[src/rtl/cis_pkg.sv]
package cis_pkg;
  typedef enum logic [1:0] {
    SEL_ENABLE = 2'd0,
    SEL_STATUS = 2'd1,
    SEL_VECTOR = 2'd2,
    SEL_NONE   = 2'd3
  } reg_sel_e;

  localparam int          DATA_W      = 32;
  localparam int          EVT_W       = 8;
  localparam int          GLOBAL_BIT  = 31;
  localparam logic [7:0]  EVT_SUPPORT = 8'h87;
  localparam logic [31:0] EN_WRITABLE = 32'h8000_009F;
  localparam logic [31:0] EN_RESET    = 32'h0000_0008;

  function automatic logic [31:0] lane_mask(input logic [3:0] strb);
    logic [31:0] m;
    for (int b = 0; b < 4; b++) m[8*b +: 8] = {8{strb[b]}};
    return m;
  endfunction

  function automatic logic [31:0] enable_merge(input logic [31:0] cur,
                                               input logic [31:0] wdata,
                                               input logic [3:0]  strb);
    logic [31:0] m;
    m = lane_mask(strb);
    return (cur & ~m) | (wdata & m & EN_WRITABLE);
  endfunction

  function automatic logic [7:0] gate_events(input logic [31:0] en,
                                             input logic [7:0]  bits);
    return en[GLOBAL_BIT] ? (bits & en[7:0] & EVT_SUPPORT) : 8'h00;
  endfunction
endpackage

[src/rtl/cis_bank.sv]
module cis_bank
  import cis_pkg::*;
(
  input  logic        clk,
  input  logic        rst_n,
  input  logic        ev_hit,
  input  logic [7:0]  ev_bits,
  input  logic        en_wr,
  input  logic        st_wr,
  input  logic [31:0] wdata,
  input  logic [3:0]  wstrb,
  output logic [31:0] en_q,
  output logic [7:0]  st_q,
  output logic        latched,
  output logic        emptied
);
  logic [7:0] set_bits;
  logic [7:0] clr_bits;
  logic [7:0] st_after_clr;

  assign set_bits     = ev_hit ? gate_events(en_q, ev_bits) : 8'h00;
  assign clr_bits     = st_wr ? (wdata[7:0] & lane_mask(wstrb)[7:0] & EVT_SUPPORT) : 8'h00;
  assign st_after_clr = st_q & ~clr_bits;
  assign latched      = |set_bits;
  assign emptied      = (|clr_bits) && (|st_q) && (st_after_clr == 8'h00);

  always_ff @(posedge clk) begin
    if (!rst_n) begin
      en_q <= EN_RESET;
      st_q <= 8'h00;
    end else begin
      if (en_wr) en_q <= enable_merge(en_q, wdata, wstrb);
      st_q <= st_after_clr | set_bits;
    end
  end

  // with global enable clear and no status write, status holds
  a_r3_no_latch_when_off: assert property (@(posedge clk) disable iff (!rst_n)
    (!en_q[GLOBAL_BIT] && !st_wr) |=> (st_q == $past(st_q)));
  // a status write never sets bits
  a_r7_clear_only: assert property (@(posedge clk) disable iff (!rst_n)
    (st_wr && !ev_hit) |=> ((st_q & ~$past(st_q)) == 8'h00));
  // a latched event leaves its bits set
  a_r2_bits_seen: assert property (@(posedge clk) disable iff (!rst_n)
    latched |=> (st_q != 8'h00));
endmodule

[src/rtl/cis_line.sv]
module cis_line (
  input  logic clk,
  input  logic rst_n,
  input  logic raise_any,
  input  logic lower_any,
  output logic irq_q
);
  always_ff @(posedge clk) begin
    if (!rst_n)         irq_q <= 1'b0;
    else if (raise_any) irq_q <= 1'b1;
    else if (lower_any) irq_q <= 1'b0;
  end

  // a latched event drives the line high next cycle
  a_r2_raise: assert property (@(posedge clk) disable iff (!rst_n)
    raise_any |=> irq_q);
  // an emptying clear without a new event drops the line
  a_r8_lower: assert property (@(posedge clk) disable iff (!rst_n)
    (lower_any && !raise_any) |=> !irq_q);
endmodule

[src/rtl/chan_irq_status.sv]
module chan_irq_status
  import cis_pkg::*;
#(
  parameter int          NUM_CH = 5,
  parameter int          CH_W   = 3,
  parameter logic [31:0] VECTOR = 32'd0
) (
  input  logic            clk,
  input  logic            rst_n,
  input  logic [CH_W-1:0] active_ch,
  input  logic            ev_valid,
  input  logic [CH_W-1:0] ev_ch,
  input  logic [7:0]      ev_bits,
  input  logic            wr_en,
  input  logic [CH_W-1:0] wr_ch,
  input  logic [1:0]      wr_sel,
  input  logic [31:0]     wr_data,
  input  logic [3:0]      wr_strb,
  input  logic [CH_W-1:0] rd_ch,
  input  logic [1:0]      rd_sel,
  output logic [31:0]     rd_data,
  output logic            irq
);
  localparam int ALL_W = NUM_CH * DATA_W;
  localparam int STS_W = NUM_CH * EVT_W;

  reg_sel_e         wsel;
  reg_sel_e         rsel;
  logic             owner_ok;
  logic [31:0]      en_q   [NUM_CH];
  logic [7:0]       st_q   [NUM_CH];
  logic [NUM_CH-1:0] latched;
  logic [NUM_CH-1:0] emptied;
  logic [ALL_W-1:0] en_all;
  logic [STS_W-1:0] st_all;

  assign wsel     = reg_sel_e'(wr_sel);
  assign rsel     = reg_sel_e'(rd_sel);
  assign owner_ok = wr_en && (wr_ch == active_ch) && (int'(active_ch) < NUM_CH);

  for (genvar i = 0; i < NUM_CH; i++) begin : g_bank
    logic hit_i;
    logic mine_i;
    assign hit_i  = ev_valid && (int'(ev_ch) == i);
    assign mine_i = owner_ok && (int'(wr_ch) == i);
    cis_bank u_bank (
      .clk     (clk),
      .rst_n   (rst_n),
      .ev_hit  (hit_i),
      .ev_bits (ev_bits),
      .en_wr   (mine_i && (wsel == SEL_ENABLE)),
      .st_wr   (mine_i && (wsel == SEL_STATUS)),
      .wdata   (wr_data),
      .wstrb   (wr_strb),
      .en_q    (en_q[i]),
      .st_q    (st_q[i]),
      .latched (latched[i]),
      .emptied (emptied[i])
    );
    assign en_all[i*DATA_W +: DATA_W] = en_q[i];
    assign st_all[i*EVT_W +: EVT_W]   = st_q[i];
  end

  cis_line u_line (
    .clk       (clk),
    .rst_n     (rst_n),
    .raise_any (|latched),
    .lower_any (|emptied),
    .irq_q     (irq)
  );

  always_comb begin
    rd_data = 32'h0;
    if (rsel == SEL_VECTOR) begin
      rd_data = VECTOR;
    end else begin
      for (int i = 0; i < NUM_CH; i++) begin
        if (int'(rd_ch) == i) begin
          if (rsel == SEL_ENABLE)      rd_data = en_q[i];
          else if (rsel == SEL_STATUS) rd_data = {24'h0, st_q[i]};
        end
      end
    end
  end

  // an event for no channel changes no status
  a_r4_no_channel: assert property (@(posedge clk) disable iff (!rst_n)
    (ev_valid && (int'(ev_ch) >= NUM_CH) && !wr_en) |=> $stable(st_all));
  // writes from a non-owner leave every enable word alone
  a_r5_foreign_write: assert property (@(posedge clk) disable iff (!rst_n)
    (wr_en && (wr_ch != active_ch)) |=> $stable(en_all));
  // vector writes change no enable word
  a_r9_vector_ro: assert property (@(posedge clk) disable iff (!rst_n)
    (wr_en && (wsel == SEL_VECTOR)) |=> $stable(en_all));
endmodule

[config.mk]
export PLATFORM = sky130hd
export DESIGN_NAME = chan_irq_status
export DESIGN_NICKNAME = d
export VERILOG_FILES = /design/src/rtl/cis_pkg.sv /design/src/rtl/cis_bank.sv /design/src/rtl/cis_line.sv /design/src/rtl/chan_irq_status.sv
export SDC_FILE = /design/constraint.sdc
export NUM_CORES = 1
export LEC_CHECK = 0
export ABC_AREA = 0
export BUFFER_PORTS_ARGS = -buffer_cell sky130_fd_sc_hd__buf_2
export CORE_ASPECT_RATIO = 1.1
export CORE_MARGIN = 2
export CORE_UTILIZATION = 56
export DETAILED_ROUTE_END_ITERATION = 12
export PLACE_DENSITY = 0.86
export SLEW_MARGIN = 10
export SYNTH_ARGS = -nofsm -noshare
export SYNTH_HDL_FRONTEND = slang
export SYNTH_SLANG_ARGS = --single-unit
[constraint.sdc]
create_clock -name clk -period 5 [get_ports clk]
set_input_delay 0.25 -clock clk [delete_from_list [all_inputs] [get_ports clk]]
set_output_delay 0.25 -clock clk [all_outputs]
set_load 0.02 [all_outputs]
* Word-level counts from Yosys, hierarchy flattened
Index checks and enable logic that the tools add are counted.
** Storage, ports and cells
- Register bits :: 201
- Input bits :: 64
** Cells by class
- Reduce and logical (&&, ||, !) cells :: 55
- Bitwise logic cells :: 33
- Mux-type cells :: 34
- Equality and inequality tests :: 16
- $lt $le $gt $ge :: 1
** Operators by type and width (count)
- 32-bit two-way mux :: 16
- 32-bit AND :: 6
- 32-bit OR :: 5
- 8-bit two-way mux :: 16
- 8-bit AND :: 11
- 8-bit OR reduction :: 10
- 8-bit zero test :: 5
- 8-bit NOT :: 5
- 8-bit OR :: 5
- 40-bit OR reduction :: 1
- 1-bit logical AND :: 32
- 32-bit NOT :: 1
- 3-bit equality test (second input constant) :: 9
- 3-bit by 2-bit equality test with 1-bit output (second input constant) :: 3
- 3-bit zero test :: 3
- 5-bit OR reduction :: 1
- 2-bit by 1-bit equality test with 1-bit output (second input constant) :: 2
- 2-bit zero test :: 2
- 3-bit equality test :: 1
- 3-bit less-than comparator (second input constant) :: 1
- 2-bit equality test (second input constant) :: 1
- 1-bit two-way mux :: 2
- 2-bit nonzero test :: 1

* Depth between registers and ports, before layout
Gate-level depths: netlist of run 1.
- Depth after elaboration :: 18
- Depth in mapped cells :: 7
- Mapped depth without buffers :: 5

* By module
Synthesis of run 1 repeated with hierarchy kept, for this count alone.
** Second synthesis, totals
- Cell total of the unflattened synthesis :: 845
- Area total of the unflattened synthesis :: 8246.7 sq um
** By module, submodules not included
- cis_bank :: area an instance 1249.9 sq um, cells each 121, times used 5
- chan_irq_status :: area an instance 1955.6 sq um, cells each 237, times used 1
- cis_line :: area an instance 41.3 sq um, cells each 3, times used 1

* Worst setup path after synthesis of run 1
OpenSTA, ideal clock, no wires.
- Path type :: in2out
- Start point :: in rd_ch[1]
- End point :: out rd_data[19]
- Setup slack :: 2.836 ns
- Cell stages on the path :: 7
- Data arrival time :: 1.914 ns
- Required time :: 4.750 ns
- Path through :: buf_2 > inv_1 > nor2_1 > and2_1 > clkbuf_1 > a2bb2oi_1 > a211oi_1
** Between the ends
- Cells in the longest elaborated chain, start to end :: 16
- Elaborated cells on any way between the ends :: 20
** Ends and longest elaborated chain
- from (decl) :: RTL line chan_irq_status.sv:19 : input logic [CH_W-1:0] rd_ch,
- 3-bit zero test :: RTL line chan_irq_status.sv:78 : if (int'(rd_ch) == i) begin
- 32-bit two-way mux :: RTL line chan_irq_status.sv:78
- 32-bit two-way mux :: RTL line chan_irq_status.sv:74 : if (rsel == SEL_VECTOR) begin
- 32-bit two-way mux :: RTL line chan_irq_status.sv:80 : else if (rsel == SEL_STATUS) rd_data = {24'h0, st_q[i]};
- 32-bit two-way mux :: RTL line chan_irq_status.sv:79 : if (rsel == SEL_ENABLE) rd_data = en_q[i];
- 32-bit two-way mux :: RTL line chan_irq_status.sv:78
- 32-bit two-way mux :: RTL line chan_irq_status.sv:80
- 32-bit two-way mux :: RTL line chan_irq_status.sv:79
- 32-bit two-way mux :: RTL line chan_irq_status.sv:78
- 32-bit two-way mux :: RTL line chan_irq_status.sv:80
- 32-bit two-way mux :: RTL line chan_irq_status.sv:79
- 32-bit two-way mux :: RTL line chan_irq_status.sv:78
- 32-bit two-way mux :: RTL line chan_irq_status.sv:80
- 32-bit two-way mux :: RTL line chan_irq_status.sv:79
- 32-bit two-way mux (*) :: RTL line chan_irq_status.sv:78
- 32-bit two-way mux (*) :: RTL line chan_irq_status.sv:74
- to (decl) :: RTL line chan_irq_status.sv:21 : output logic [31:0] rd_data,
Mark *: on every way between the ends. The rest lies on a longest branch, timed or not. The select of a mux whose other input is x is not followed.

* Worst setup path after layout of run 1
- Start point :: in rd_ch[1]
- End point :: out rd_data[12]
The elaborated chain is that of the path after synthesis.

==> impl_metrics.tcl, run 1 <==
set metrics [dict create \
    ys.flop_type "dfxtp_1" \
    drv_cap 0 \
    leakage_nw 3.560 \
    setup_tns_ns 0 \
    critical_path_required_ns 4.75 \
    antenna_found_initial 0 \
    met1Wirelength_um 8549 \
    nFillCells 1115 \
    rsz0062_at_grt "no" \
    end_kind "output pin" \
    final.min_clock_period_ns 3.473 \
    highest_layer "met4" \
    fp-row-count 45 \
    syn_area_per_cell_um2 9.106 \
    synthXorXnorAreaFrac_pct 0 \
    min_path_type "input pin to flip-flop" \
    fp.dieW_um 116.4 \
    coreArea_mm2 0.01368 \
    synth_most_common_cell "dfxtp_1" \
    synth_cell_types 52 \
    cts-root-buf "clkbuf_16" \
    layoutNonFillerInstCount 1091 \
    synth_compound_area_share_pct 18.86 \
    hpwl_um 13000 \
    dieArea_mm2 0.01485 \
    grt_start_max_net_pins 69 \
    ys_async_sr_fraction_pct 0 \
    overflow 0 \
    cts_hold_buf 0 \
    tritoncts "built" \
    wl_met2_um 9349 \
    setup_violations 0 \
    drv_slew 0 \
    fp.dieH_um 127.6 \
    synth_adder_area_share_pct 0 \
    max_freq_ghz 0.2879 \
    cts_resized 0 \
    drt_first_iter_violations 678 \
    gp_congestion 0.9928 \
    ys_ff_latch 181 \
    syn_inst 854 \
    ir_worst_vdd_mv 0.2526 \
    setup_ws_ns 1.527 \
    grt_pass1_wl_um 32870 \
    crit_fanout 36 \
    startpoint_type "input pin" \
    powerDensity_mw_per_mm2 336.0 \
    wl_met3_um 1659 \
    worstHoldPathCells 3 \
    clk_latency_ns 0.43 \
    hold_viol_final 0 \
    cts_max_level 4 \
    io_buffers 67 \
    diodes 0 \
    finalPower_mw 2.941 \
    firstDrtPassIters 5 \
    yosysSeqAreaShare_pct 46.60 \
    clock_path_buffers 2 \
    crit_type "input pin to output pin" \
    drive_gt1_share_pct 13.95 \
    syn_area_mm2 0.007776 \
    synth_edf_count 0 \
    post-route-period-util_pct 69.47 \
    synthSimpleGateAreaFrac_pct 25.57 \
    status "finished, final reports clean" \
    worstMarginPinSlew_ns 1.069 \
    initial_core_util_pct 56.84 \
    synth_top_family_by_area "simple AND/OR/NAND/NOR gates" \
    drc_errors 0 \
    grt_usage_pct 28.41 \
    synth.largest_area_cell "dfxtp_1" \
    finClkSkew_ns 0.005264 \
    synthMuxAreaShare_pct 5.728 \
    pin_count 97 \
    synth_top_area_share_pct 46.60 \
    dp_worst_setup_slack_ns 1.626 \
    arrival_ns 3.22 \
    cts_buffers 17 \
    r2r_cells 5 \
    ys_top_cells_by_count "dfxtp_1 (181), and2_1 (82), nor2_1 (67)" \
    antenna_left 0 \
    vias 6769 \
    routedWlPerCell_um 18.60 \
    clkSinkCount 181 \
    cts.clk_slew.worst_paths_ns 0.07 \
    first_global_vias 6364 \
    post-cts-setup-buffers 0 \
    syn_to_final_growth_pct 12.57 \
    synth_warnings 0 \
    synth_fp_nets 918 \
    vias_per_cell 6.204 \
    synth_area_leaders "dfxtp_1 (47%), and2_1 (6.6%), a21boi_0 (4.3%)" \
    maxSlewHeadroom_pct 28.12 \
    wirelength_um 20290 \
    nets 954 \
    dp_cells 1059 \
]
[where the power goes]
part	switching [mW]	internal, mW	leakage, nW	total, mW
Clock	0.582	0.749	0.287	1.33
Combinational	0.119	0.0509	1.82	0.170
Sequential	0.000184	1.44	1.46	1.44
Total	0.701	2.24	3.56	2.94
[cells by family after synthesis]
| family | after synthesis |
|---|---|
| compound gates | 208 |
| buf+inv | 62 |
| flops | 181 |
| mux | 37 |
| simple gates | 366 |
[placed cells by master, fill, tap and decap left out, types with 17 or more instances in the layout]
cell type,instances
a211oi_1,23
a21boi_0,45
a21oi_1,37
a2bb2oi_1,21
and2_1,82
and3_1,46
buf_2,67
clkbuf_16,17
dfxtp_1,181
mux2i_1,31
nand2_1,50
nand3_1,60
nor2_1,67
o21ai_0,27
[per-stage QoR]
step | instance area [um2] | util, % | hold WS, ns
finish | 8753 | 63.98 | 0.1285
global route | 8753 | 63.98 | 0.1338
detailed placement | 8162 | 59.65 | 0.4440
global placement | 8162 | 59.65 | 0.4411
floorplan | 7776 | - | 0.3964
CTS | 8753 | 63.98 | 0.1102
[final cells by class]
class,instances,area (um2),share of cell area [%]
flip-flops and latches,181,3623,41.40
repair buffers,73,380.4,4.345
clock buffers,21,480.5,5.489
well taps,188,235.2,2.687
inverters,6,22.52,0.2573
multi-input cells,611,3900,44.55
clock inverters,11,111.4,1.272
[worst paths after layout]
check | startpoint | end | slack, ns
max | rd_ch[1] | rd_data[12] | 1.53
min | wr_data[4] | flip-flop | 0.13
max reg2reg | flip-flop | u_line.irq_q$_SDFFE_PN0P_ | 3.16
min reg2reg | g_bank[2].u_bank.en_q[9]$_SDFFE_PN0P_ | g_bank[2].u_bank.en_q[9]$_SDFFE_PN0P_ | 0.46
[worst max-delay path, stage by stage]
cell	delay [ns]
buf_2	0.58
inv_1	0.29
nor2_1	0.44
and2_1	0.89
a2bb2oi_1	0.23
a211oi_1	0.31
buf_2	0.21
[metal layers]
metal | track usage (%) | up-vias
li1 | - | 3150
met1 | 38.34 | 3222
met4 | 12.89 | 0
met2 | 43.33 | 338
met3 | 6.546 | 59
met5 | 0 | -
Power figures use the tool's default switching activity.
==> inputs of run 2 (changes only) <==
--- a/config.mk
+++ b/config.mk
@@ -9,9 +9,9 @@
 export BUFFER_PORTS_ARGS = -buffer_cell sky130_fd_sc_hd__buf_2
 export CORE_ASPECT_RATIO = 1.1
 export CORE_MARGIN = 2
-export CORE_UTILIZATION = 56
+export CORE_UTILIZATION = 52
 export DETAILED_ROUTE_END_ITERATION = 12
-export PLACE_DENSITY = 0.86
+export PLACE_DENSITY = 0.85
 export SLEW_MARGIN = 10
 export SYNTH_ARGS = -nofsm -noshare
 export SYNTH_HDL_FRONTEND = slang
==> constraint.sdc (replaced) <==
create_clock -name clk -period 3 [get_ports clk]
set_input_delay 0.15 -clock clk [delete_from_list [all_inputs] [get_ports clk]]
set_output_delay 0.15 -clock clk [all_outputs]
set_load 0.02 [all_outputs]
==> run 2 against run 1 <==
Hold slack got worse by 0.11 ns. Via count barely moved. Register-to-register slack got worse by 1.9 ns. Clock skew rose by 0.0019 ns. Non-clock buffer count rose by 6. Sequential cell count did not move. Sequential share of layout area fell by 0.29 points. Core utilization fell by 3.2 points. Sequential power rose by 67%. Combinational power rose by 67%. Clock power rose by 72%.
==> impl_metrics.tcl, run 2 (same netlist as run 1, synthesis figures left out) <==
set metrics [dict create \
    crit_type "input pin to output pin" \
    clock_path_buffers 2 \
    drc_errors 0 \
    finClkSkew_ns 0.007149 \
    wl_met3_um 1613 \
    initial_core_util_pct 53.61 \
    stdcell_area_mm2 0.008815 \
    post-cts-setup-buffers 0 \
    cts_resized 0 \
    dp_cells 1069 \
    power_frac_clock_pct 46.1 \
    layoutNonFillerInstCount 1100 \
    diodes 0 \
    leakage_nw 3.593 \
    clkSinkCount 181 \
    max_freq_ghz 0.4265 \
    critPathCapture "rd_data[27]" \
    overflow 0 \
    drv_cap 0 \
    drv_slew 0 \
    antenna_left 0 \
    final_common_cell "dfxtp_1" \
    arrival_ns 2.19 \
    io_buffers 67 \
    worstMarginPinSlew_ns 1.046 \
    cts_max_level 4 \
    hold_viol_final 0 \
    critical_path_required_ns 2.85 \
    cts_buffers 17 \
    setup_tns_ns 0 \
    vias_per_cell 6.157 \
    cts.clk_slew.worst_paths_ns 0.07 \
    final_cell_mix "dfxtp_1 (181), and2_1 (82), nor2_1 (67), buf_2 (67), nand3_1 (60)" \
    r2r_cells 5 \
    fp-row-count 46 \
    crit_fanout 36 \
    gp_congestion 0.9416 \
    drive_gt1_share_pct 14.21 \
    dieArea_mm2 0.01595 \
    routedWlPerCell_um 18.63 \
    drt_first_iter_violations 771 \
    maxSlewHeadroom_pct 29.66 \
    finalPower_mw 4.980 \
    r2r_setup_slack_ns 1.27 \
    ir_worst_vdd_mv 0.4522 \
    post-route-util_pct 60.77 \
    min_path_type "input pin to flip-flop" \
    powerDensity_mw_per_mm2 565.0 \
    wl_met2_um 9554 \
    tritoncts "built" \
    antenna_found_initial 1 \
    nFillCells 1223 \
    grt_pass1_wl_um 33110 \
    met1Wirelength_um 8576 \
    cts_hold_buf 0 \
    nets 960 \
    grt_usage_pct 26.12 \
    end_kind "output pin" \
    seqPwrFrac_pct 48.2 \
    power_switching_mw 1.165 \
    rr_endpoint "u_line.irq_q$_SDFFE_PN0P_" \
    clk_latency_ns 0.43 \
    post-route-period-util_pct 78.16 \
    p_sw_share_pct 23.38 \
    grt_start_max_net_pins 58 \
    coreArea_mm2 0.01450 \
    first_global_vias 6474 \
    power.internal_mw 3.816 \
    fp.dieH_um 132.3 \
    rsz0062_at_grt "no" \
    pin_count 97 \
    setup_ws_ns 0.6552 \
    startpoint_type "input pin" \
    hpwl_um 13560 \
    wirelength_um 20490 \
    status "finished, final reports clean" \
    fp.dieW_um 120.6 \
    firstDrtPassIters 6 \
    fin_hold_ws_ns 0.02218 \
    cts-root-buf "clkbuf_16" \
    setup_violations 0 \
    worstSetupStartpoint "rd_ch[0]" \
    vias 6773 \
    placed_area_mm2 0.008212 \
    highest_layer "met4" \
    power_frac_comb_pct 5.7 \
    dp_worst_setup_slack_ns 0.6765 \
    final.min_clock_period_ns 2.345 \
    syn_to_final_growth_pct 13.35 \
]
==> run 2: area by class of cell <==
class / instances / area, um2 / share of cell area, %
clock buffer: 19 / 432.9 / 4.911
timing repair buffer: 79 / 425.4 / 4.826
multi-input combinational: 611 / 3900 / 44.24
tap: 192 / 240.2 / 2.725
clock inverter: 12 / 170.2 / 1.930
sequential: 181 / 3623 / 41.11
inverter: 6 / 22.52 / 0.2555
==> run 2: worst min path at each step <==
stage               slack (ns)  depth (start not counted)                                      to                              startpoint
finish                    0.02                          3                               flip-flop                             wr_data[31]
global route              0.02                          3                               flip-flop                              wr_data[3]
CTS                       0.01                          3                               flip-flop                             wr_data[31]
detailed placement        0.44                          1  g_bank[0].u_bank.en_q[12]$_SDFFE_PN0P_  g_bank[0].u_bank.en_q[12]$_SDFFE_PN0P_
global placement          0.44                          1  g_bank[0].u_bank.en_q[18]$_SDFFE_PN0P_  g_bank[0].u_bank.en_q[18]$_SDFFE_PN0P_
floorplan                 0.30                          2                               flip-flop                             wr_data[31]
==> run 2: per-layer routing <==
metal,vias up,GRT usage [%]
met5,-,0
met4,0,12.53
met3,66,5.190
met2,301,41.87
met1,3229,33.66
li1,3177,-
==> run 2: power groups by stage <==
| stage | Sequential [mW] | Clock [mW] | Combinational [mW] |
|---|---|---|---|
| final | 2.40 | 2.29 | 0.284 |
| after detailed placement | 2.46 | 0 | 0.277 |
| after CTS | 2.40 | 2.30 | 0.279 |
| after floorplan | 2.46 | 0 | 0.185 |
| after global routing | 2.40 | 2.41 | 0.303 |
| after global placement | 2.46 | 0 | 0.275 |
==> run 2: worst max-delay path, stage by stage <==
cell and delay [ns]:
buf_2 0.68, buf_4 0.39, mux2i_1 0.25, nor2_1 0.07, a31oi_1 0.19, o22a_1 0.20
nor2_1 0.05, buf_2 0.18
